**src/rtl/cell_sup_pkg.sv**
```systemverilog
package cell_sup_pkg;

   localparam int NUM_MACH = 2;
   localparam int KIND_W   = 2;
   localparam int MSEL_W   = 1;
   localparam int CODE_W   = MSEL_W + KIND_W;
   localparam int MST_W    = 2;
   localparam int STATE_W  = NUM_MACH * MST_W + 1;
   localparam int EN_W     = 2 * NUM_MACH;

   typedef enum logic [MST_W-1:0] {
      MS_IDLE = 2'd0,
      MS_WORK = 2'd1,
      MS_DOWN = 2'd2
   } mach_st_t;

   typedef enum logic [KIND_W-1:0] {
      EK_START  = 2'd0,
      EK_FINISH = 2'd1,
      EK_BREAK  = 2'd2,
      EK_REPAIR = 2'd3
   } ev_kind_t;

endpackage

```
**src/rtl/cell_machine.sv**
```systemverilog
module cell_machine
   import cell_sup_pkg::*;
(
   input  logic     clk,
   input  logic     rst,
   input  logic     fire,
   input  ev_kind_t kind,
   output logic     legal,
   output mach_st_t st
);

   mach_st_t st_nx;

   always_comb begin
      legal = 1'b0;
      st_nx = st;
      unique case (kind)
         EK_START: begin
            legal = (st == MS_IDLE);
            st_nx = MS_WORK;
         end
         EK_FINISH: begin
            legal = (st == MS_WORK);
            st_nx = MS_IDLE;
         end
         EK_BREAK: begin
            legal = (st == MS_WORK);
            st_nx = MS_DOWN;
         end
         default: begin
            legal = (st == MS_DOWN);
            st_nx = MS_IDLE;
         end
      endcase
   end

   always_ff @(posedge clk) begin
      if (rst)
         st <= MS_IDLE;
      else if (fire)
         st <= st_nx;
   end

   AST_REPAIR_TO_IDLE: assert property (@(posedge clk) disable iff (rst)
      (fire && kind == EK_REPAIR) |=> (st == MS_IDLE));

   AST_NO_FIRE_HOLD: assert property (@(posedge clk) disable iff (rst)
      !fire |=> $stable(st));

endmodule

```
**src/rtl/cell_slot.sv**
```systemverilog
module cell_slot #(
   parameter int CAP = 1
) (
   input  logic clk,
   input  logic rst,
   input  logic fill,
   input  logic drain,
   output logic full
);

   generate
      if (CAP == 1) begin : g_single
         always_ff @(posedge clk) begin
            if (rst)
               full <= 1'b0;
            else if (fill)
               full <= 1'b1;
            else if (drain)
               full <= 1'b0;
         end
      end else begin : g_bad_cap
         $error("cell_slot: only a one-part slot is supported");
         assign full = 1'b0;
      end
   endgenerate

   AST_FILL_DRAIN_EXCL: assert property (@(posedge clk) disable iff (rst)
      !(fill && drain));

   AST_FILL_SETS: assert property (@(posedge clk) disable iff (rst)
      fill |=> full);

endmodule

```
**src/rtl/cell_enable.sv**
```systemverilog
module cell_enable
   import cell_sup_pkg::*;
(
   input  logic                clk,
   input  logic                rst,
   input  mach_st_t            mst [NUM_MACH],
   input  logic                full,
   output logic [EN_W-1:0]     en
);

   localparam logic [EN_W-1:0] HOME_EN = EN_W'(1);

   logic [EN_W-1:0] en_nx;

   generate
      for (genvar i = 0; i < NUM_MACH; i++) begin : g_en
         logic slot_ok;
         if (i == 0) begin : g_up
            assign slot_ok = !full;
         end else begin : g_dn
            assign slot_ok = full;
         end
         assign en_nx[2*i]   = (mst[i] == MS_IDLE) && slot_ok;
         assign en_nx[2*i+1] = (mst[i] == MS_DOWN);
      end
   endgenerate

   always_ff @(posedge clk) begin
      if (rst)
         en <= HOME_EN;
      else
         en <= en_nx;
   end

endmodule

```
**src/rtl/cell_supervisor.sv**
```systemverilog
module cell_supervisor
   import cell_sup_pkg::*;
#(
   parameter int SLOT_CAP = 1
) (
   input  logic                clk,
   input  logic                rst,
   input  logic                ev_valid,
   input  logic [CODE_W-1:0]   ev_code,
   output logic [STATE_W-1:0]  state_o,
   output logic [EN_W-1:0]     enable_o,
   output logic                marker_o,
   output logic                error_o
);

   logic [MSEL_W-1:0] sel;
   ev_kind_t          kind;
   mach_st_t          mst   [NUM_MACH];
   logic [NUM_MACH-1:0] legal;
   logic [NUM_MACH-1:0] fire;
   logic              full;
   logic              slot_ok;
   logic              is_ctrl;
   logic              gate_ok;
   logic              accept;
   logic              fill;
   logic              drain;

   assign sel  = ev_code[CODE_W-1 -: MSEL_W];
   assign kind = ev_kind_t'(ev_code[KIND_W-1:0]);

   generate
      for (genvar i = 0; i < NUM_MACH; i++) begin : g_mach
         assign fire[i] = accept && (sel == MSEL_W'(i));
         cell_machine u_mach (
            .clk   (clk),
            .rst   (rst),
            .fire  (fire[i]),
            .kind  (kind),
            .legal (legal[i]),
            .st    (mst[i])
         );
      end
   endgenerate

   cell_slot #(.CAP(SLOT_CAP)) u_slot (
      .clk   (clk),
      .rst   (rst),
      .fill  (fill),
      .drain (drain),
      .full  (full)
   );

   cell_enable u_en (
      .clk  (clk),
      .rst  (rst),
      .mst  (mst),
      .full (full),
      .en   (enable_o)
   );

   // slot rule: upstream finish needs room, downstream start needs a part
   always_comb begin
      slot_ok = 1'b1;
      if (sel == '0 && kind == EK_FINISH && full)
         slot_ok = 1'b0;
      if (sel != '0 && kind == EK_START && !full)
         slot_ok = 1'b0;
   end

   assign is_ctrl = (kind == EK_START) || (kind == EK_REPAIR);
   assign gate_ok = !is_ctrl || enable_o[{sel, kind == EK_REPAIR}];
   assign accept  = ev_valid && legal[sel] && slot_ok && gate_ok;
   assign fill    = accept && (sel == '0) && (kind == EK_FINISH);
   assign drain   = accept && (sel != '0) && (kind == EK_START);

   always_ff @(posedge clk) begin
      if (rst)
         error_o <= 1'b0;
      else if (ev_valid && !accept)
         error_o <= 1'b1;
   end

   assign state_o  = {mst[0], full, mst[1]};
   assign marker_o = (state_o == '0);

   AST_NO_OVERFLOW: assert property (@(posedge clk) disable iff (rst)
      (ev_valid && ev_code == 3'd0 && state_o[2]) |=> (error_o && $stable(state_o)));

   AST_NO_UNDERFLOW: assert property (@(posedge clk) disable iff (rst)
      (ev_valid && ev_code == 3'd4 && !state_o[2]) |=> (error_o && $stable(state_o)));

   AST_ERR_STICKY: assert property (@(posedge clk) disable iff (rst)
      error_o |=> error_o);

   AST_HOLD_IDLE: assert property (@(posedge clk) disable iff (rst)
      !ev_valid |=> ($stable(state_o) && $stable(error_o)));

   AST_FULL_UP_IDLE: assert property (@(posedge clk) disable iff (rst)
      state_o[2] |-> (state_o[4:3] == 2'd0));

   AST_UNCTRL_PASS: assert property (@(posedge clk) disable iff (rst)
      (ev_valid && ev_code == 3'd5 && state_o[1:0] == 2'd1) |=> (state_o[1:0] == 2'd0));

endmodule

```
**config.mk**
```make
export PLATFORM = sky130hd
export DESIGN_NAME = cell_supervisor
export DESIGN_NICKNAME = d
export VERILOG_FILES = /design/src/rtl/cell_sup_pkg.sv /design/src/rtl/cell_machine.sv /design/src/rtl/cell_slot.sv /design/src/rtl/cell_enable.sv /design/src/rtl/cell_supervisor.sv
export SDC_FILE = /design/constraint.sdc
export NUM_CORES = 1
export LEC_CHECK = 0
export ABC_CLOCK_PERIOD_IN_PS = 2400
export BUFFER_PORTS_ARGS = -buffer_cell sky130_fd_sc_hd__buf_2
export CORE_AREA = 2 2 39 41
export CTS_CLUSTER_SIZE = 24
export DETAILED_ROUTE_END_ITERATION = 8
export DIE_AREA = 0 0 41 43
export MAX_ROUTING_LAYER = met4
export PLACE_DENSITY_LB_ADDON = 0.1
export SKIP_LAST_GASP = 1
export SYNTH_ARGS = -nofsm -noshare
export SYNTH_HDL_FRONTEND = slang
export SYNTH_SLANG_ARGS = --single-unit
```
**constraint.sdc**
```tcl
create_clock -name clk -period 2.4 [get_ports clk]
set_clock_uncertainty 0.05 [all_clocks]
set_input_delay 0.24 -clock clk [delete_from_list [all_inputs] [get_ports clk]]
set_output_delay 0.24 -clock clk [all_outputs]
set_load 0.05 [all_outputs]
```
==> results of run 1 <==
-- synthesized netlist by cell type --
master | count | share of area [%]
mux2i_1 | 6 | 10
a2111oi_0 | 1 | 1.5
o21a_1 | 1 | 1.3
nor3_1 | 2 | 1.7
or3_1 | 1 | 1.1
o311a_1 | 1 | 1.7
nor3b_1 | 4 | 5.2
nand2b_1 | 6 | 6.5
o21ai_0 | 1 | 0.86
nor2b_1 | 1 | 1.1
or3_4 | 1 | 1.9
nand2_1 | 1 | 0.65
nor2_1 | 1 | 0.65
dfxtp_1 | 10 | 35
clkbuf_1 | 1 | 0.65
nor4_1 | 1 | 1.1
or4_4 | 1 | 1.9
clkbuf_4 | 1 | 1.3
o31a_2 | 1 | 1.7
ha_1 | 4 | 8.6
inv_1 | 6 | 3.9
nand3b_1 | 2 | 2.6
or2b_1 | 1 | 1.3
mux2_2 | 1 | 1.9
buf_4 | 1 | 1.3
o211ai_1 | 1 | 1.3
a311oi_1 | 1 | 1.5
a21oi_1 | 2 | 1.7
-- routing by layer --
layer	up-vias	track usage, %	share of wire, %
li1	254	-	-
met3	4	4.712	4.9
met1	224	23.55	50
met4	0	14.00	3.5
met2	14	20.31	41
met5	-	-	0
-- state kept, by name, summed over array words and instances (netlist names) --
signal and count:
u_slot.full 1, u_en.en 4, error_o 1, g_mach.u_mach.st 4
-- power breakdown --
part           total (mW)  internal (mW)  switching (mW)  leakage [nW]
registers           0.172          0.169         0.00317        0.0810
clock network       0.157         0.0922          0.0648        0.0210
logic              0.0646         0.0236          0.0409         0.211
-- through the flow --
| stage | setup slack (ns) | power [mW] | area (µm²) | util, % | instances |
|---|---|---|---|---|---|
| 6_report | 0.4501 | 0.3940 | 696.9 | 50.36 | 94 |
| 3_5_place_dp | 0.1944 | 0.2411 | 660.6 | 47.74 | 90 |
| 3_3_place_gp | 0.2061 | 0.2407 | 660.6 | 47.74 | 90 |
| 2_1_floorplan | 0.1169 | 0.2261 | 579.3 | - | 61 |
| 4_1_cts | 0.4409 | 0.3962 | 696.9 | 50.36 | 94 |
| 5_1_grt | 0.3464 | 0.4121 | 696.9 | 50.36 | 94 |
-- area by class of cell --
cell class / count / area [µm²]
fillers: 134 / 686.9
multi-input cells: 42 / 337.8
flip-flops and latches: 10 / 200.2
repair buffers: 16 / 80.08
clock buffers: 4 / 36.28
inverters: 6 / 22.52
well taps: 16 / 20.02
-- worst max-delay path by stage --
stage                                       from                     end  depth (start not counted)
final                     g_mach[1].u_mach.st[0]  g_mach[0].u_mach.st[0]                          5
after global routing      g_mach[1].u_mach.st[0]  g_mach[0].u_mach.st[1]                          5
after CTS                 g_mach[1].u_mach.st[0]  g_mach[0].u_mach.st[0]                          5
after detailed placement              ev_code[0]  g_mach[0].u_mach.st[0]                          8
after global placement                ev_code[0]  g_mach[0].u_mach.st[0]                          8
after floorplan           g_mach[0].u_mach.st[1]                marker_o                          2
-- logic make-up after synthesis --
group                    Yosys count  share of synthesized area (%)
AO/OA/AOI/OAI                      9                          11.66
adder cells (fa/ha/maj)            4                          8.640
buffers and inverters              9                          7.127
flip-flops                        10                          34.56
multiplexers                       7                          12.31
AND/OR/NAND/NOR                   22                          25.70
-- worst register-to-register path, stage by stage, from the launching register on --
cell     delay (ns)
dfxtp_1        0.46
mux2i_1        0.11
o311a_1        0.29
or4_4          0.45
or3_4          0.36
mux2i_1        0.12
==> reports/metrics.cfg, run 1 <==
[placement]
dp_hpwl_um=875.4
gp_congestion=0.8357
portBuffers=16

[timing]
hold_viol=0
fmax_mhz=512.8
final.setup.tns_ns=0
rsz0062_at_grt=no
relSlewSlack_pct=66.29
whs_ns=0.2077
setup_viol_count_final=0
min_period_over_period_pct=81.25
period_minus_slack_ns=1.950
tightestPinTransition_ns=0.5022
slew_viol_final=0

[setup_path]
crit_family=simple AND/OR/NAND/NOR gates
cp_cell_sequence=mux2i_1, o311a_1, or4_4, or3_4, mux2i_1
cp_num_buf_inv=0
r2r_start=g_mach[1].u_mach.st[0]
cp.arrival_ns=2.07
crit_slowest_cell=dfxtp_1
rr_endpoint=g_mach[0].u_mach.st[0]
required_ns=2.52
critical_path_class=register to register
slowest_delay_ns=0.46
reg2reg_setup_slack_ns=0.45
end_kind=register
path_common_cell=mux2i_1
path_max_fanout=7
rr_worst_depth=5
crit_path_start_kind=register

[drt]
wire_per_inst_um=12.39
viasPerCell=5.277
initialDrtViolationCount=15
num_vias=496
first_pass_iters=4
ant_nets=0
postRouteWirelength_mm=1.165
drc=0

[job]
max_cap_violations=0

[clock_network]
postCtsSetupBuffers=0
ctsRootBufferMaster=clkbuf_4
cts_max_level=1
clk_pin_slew_ns=0.07
cts_tree=yes
post_cts_resized=0
clk-insertion-delay-late_ns=0.27
cts_buffers=3
clockBufferDepth=2
ctsHoldBuffers=0
cts_sinks=10

[hold_path]
hold_start=ev_valid
min_delay_worst_endpoint=error_o
worstHoldPathCells=3
hold_class=input port to register

[die]
initial_core_util_pct=41.86
ios=17
fp.coreArea_um2=1384
fp.dieH_um=43
dieArea_um2=1763
num_rows=14
die_w_um=41

[yosys]
syn_area_um2=579.3
synth_seq_area_share_pct=34.56
postSynthCellCount=61
yosys_warnings=0
ys_seq_elements=10
syn_area_per_cell_um2=9.497
syn-num-nets=71
synthDistinctLibCells=28

[global_route]
antenna_found_initial=0
grt_usage_pct=17.30
overflow=0
grt_pass1_wl_mm=1.938
grt_max_degree=13
grt_pass1_vias=445

[final_layout]
final_cell_mix=buf_2, dfxtp_1, inv_1, nand2b_1, mux2i_1
nets=89
layout-drive-gt1-share_pct=30.77
antenna_cells=0
area_growth_pct=20.30
final_common_cell=buf_2

[power_and_ir_drop]
ir_drop_mv=0.2868
p_per_area_nw_per_um2=565.3
leakagePower_nw=0.3127

[status]
outcome=completed

No activity file was read; power rests on OpenSTA's default activity.
==> inputs of run 2 (changes only) <==
--- a/config.mk
+++ b/config.mk
@@ -5,7 +5,7 @@
 export SDC_FILE = /design/constraint.sdc
 export NUM_CORES = 1
 export LEC_CHECK = 0
-export ABC_CLOCK_PERIOD_IN_PS = 2400
+export ABC_CLOCK_PERIOD_IN_PS = 1850
 export BUFFER_PORTS_ARGS = -buffer_cell sky130_fd_sc_hd__buf_2
 export CORE_AREA = 2 2 39 41
 export CTS_CLUSTER_SIZE = 24
==> constraint.sdc (replaced) <==
create_clock -name clk -period 1.85 [get_ports clk]
set_clock_uncertainty 0.05 [all_clocks]
set_input_delay 0.185 -clock clk [delete_from_list [all_inputs] [get_ports clk]]
set_output_delay 0.185 -clock clk [all_outputs]
set_load 0.05 [all_outputs]
==> reports/metrics.cfg, run 2 (same netlist as run 1, synthesis figures left out) <==
[status]
outcome=completed  ; unchanged

[placement]
portBuffers=16  ; unchanged
dp_hpwl_mm=1.018  ; was 875.4 µm
gp_congestion=0.8292  ; was 0.8357
placedInstanceArea_um2=770.7  ; was 660.6 µm²

[final_layout]
layout-drive-gt1-share_pct=51.69  ; was 30.77%
antenna_cells=0  ; unchanged
final_common_cell=buf_2  ; unchanged
final_cell_mix=buf_2, buf_4, nand2b_1, mux2i_1, dfxtp_2  ; was buf_2, dfxtp_1, inv_1, nand2b_1, mux2i_1
nFillCells=129  ; was 134
seqCellArea_um2=210.2  ; was 200.2 µm²
multi_input_area_um2=360.3  ; was 337.8 µm²
nets=100  ; was 89
top_regs=g_mach.u_mach.st x4, u_en.en x4  ; unchanged
final_area_um2=812.0  ; was 696.9 µm²
area_growth_pct=40.17  ; was 20.30%

[timing]
final.setup.tns_ns=0  ; unchanged
fmax_mhz=542.3  ; was 512.8 MHz
period_minus_slack_ns=1.844  ; was 1.950 ns
hold_viol=0  ; unchanged
tightestPinTransition_ns=0.4195  ; was 0.5022 ns
setup_viol_count_final=0  ; unchanged
whs_ns=0.1603  ; was 0.2077 ns
slew_viol_final=0  ; unchanged
relSlewSlack_pct=71.31  ; was 66.29%
min_period_over_period_pct=99.68  ; was 81.25%
rsz0062_at_grt=yes  ; was no

[drt]
drc=0  ; unchanged
ant_nets=0  ; unchanged
viasPerCell=5.076  ; was 5.277
wire_per_inst_um=11.98  ; was 12.39 µm
first_pass_iters=3  ; was 4
postRouteWirelength_mm=1.258  ; was 1.165 mm
num_vias=533  ; was 496
initialDrtViolationCount=4  ; was 15

[setup_path]
cp_num_buf_inv=0  ; unchanged
crit_family=simple AND/OR/NAND/NOR gates  ; unchanged
crit_path_start_kind=register  ; unchanged
crit_slowest_cell=or4_4  ; was dfxtp_1
required_ns=1.95  ; was 2.52 ns
critical_path_class=register to register  ; unchanged
end_kind=register  ; unchanged
path_max_fanout=4  ; was 7
crit_cells=5  ; unchanged
cp.arrival_ns=1.95  ; was 2.07 ns
cp_cell_sequence=mux2i_1, o311a_1, or4_4, or3_4, mux2i_1  ; unchanged
path_common_cell=mux2i_1  ; unchanged
rr_worst_depth=5  ; unchanged
slowest_delay_ns=0.44  ; was 0.46 ns

[power_and_ir_drop]
p_per_area_nw_per_um2=650.5  ; was 565.3 nW/µm²
ir_drop_mv=0.3827  ; was 0.2868 mV
power.total_uw=528.3  ; was 394.0 µW
leakagePower_nw=0.3696  ; was 0.3127 nW

[clock_network]
cts_sinks=10  ; unchanged
ctsRootBufferMaster=clkbuf_4  ; unchanged
clockBufferDepth=2  ; unchanged
cts_max_level=1  ; unchanged
postCtsSetupBuffers=0  ; unchanged
cts_tree=yes  ; unchanged
cts_buffers=3  ; unchanged
clk-insertion-delay-late_ns=0.26  ; was 0.27 ns
clk_pin_slew_ns=0.07  ; about the same

[die]
fp.coreArea_um2=1384  ; unchanged
die_w_um=41  ; unchanged
num_rows=14  ; unchanged
ios=17  ; unchanged
fp.dieH_um=43  ; unchanged
dieArea_um2=1763  ; unchanged
initial_core_util_pct=41.86  ; unchanged

[global_route]
grt_pass1_vias=481  ; was 445
antenna_found_initial=0  ; unchanged
grt_pass1_wl_mm=2.028  ; was 1.938 mm
overflow=0  ; unchanged
grt_usage_pct=17.49  ; was 17.30%
grt_max_degree=13  ; unchanged

[job]
max_cap_violations=0  ; unchanged

[hold_path]
worstHoldPathCells=3  ; unchanged
hold_class=input port to register  ; unchanged

==> run 2: changes by cell type in the layout (fill, tap and decap cells not counted), moves of 2 or more <==
cell | before | now
buf_4 | 0 | 11
dfxtp_1 | 10 | 4
dfxtp_2 | 0 | 5
inv_1 | 6 | 4
inv_2 | 0 | 2
==> run 2: timing repair <==
action | CTS | global route
setup endpoints to repair | 0 | 6
hold buffers | 0 | 0
gates resized for setup | 0 | 2
==> run 2: worst reg2reg max path: stages (launching register included) <==
cell,delay (ns)
dfxtp_4,0.36
mux2i_1,0.11
o311a_1,0.28
or4_4,0.44
or3_4,0.36
mux2i_1,0.13
==> run 2: area by class of cell <==
type	count	area share, %
Tap cell	16	2.465
Timing Repair Buffer	27	20.03
Sequential cell	10	25.89
Clock buffer	4	4.468
Multi-Input combinational cell	42	44.38
Inverter	6	2.773
==> run 2: power by group <==
group	switching [mW]	total [mW]	leakage (nW)	internal, mW
Clock	0.0781	0.197	0.0210	0.119
Sequential	0.00390	0.223	0.0834	0.219
Combinational	0.0599	0.108	0.265	0.0484
==> run 2: metrics by stage <==
stage          util (%)  instances  setup slack (ns)
6_report          58.68        105          0.005981
5_1_grt           58.68        105          -0.05848
4_1_cts           58.32        105          0.003950
3_5_place_dp      55.70        101           -0.1920
3_3_place_gp      55.70        101           -0.1811
2_1_floorplan         -         61          -0.03880
==> run 2: worst paths after layout <==
| path | start | end | slack, ns |
|---|---|---|---|
| max | g_mach[1].u_mach.st[0] | g_mach[0].u_mach.st[0] | 0.006 |
| min | ev_valid | error_o | 0.16 |
| max reg2reg | g_mach[1].u_mach.st[0] | g_mach[0].u_mach.st[0] | 0.006 |
| min reg2reg | error_o | error_o | 0.40 |
==> run 2: per-layer routing <==
| metal | wire length, µm | GRT usage [%] |
|---|---|---|
| met1 | 597 | 22.83 |
| met2 | 584 | 24.38 |
| met3 | 63 | 4.712 |
| met4 | 13 | 8.000 |
| met5 | 0 | - |
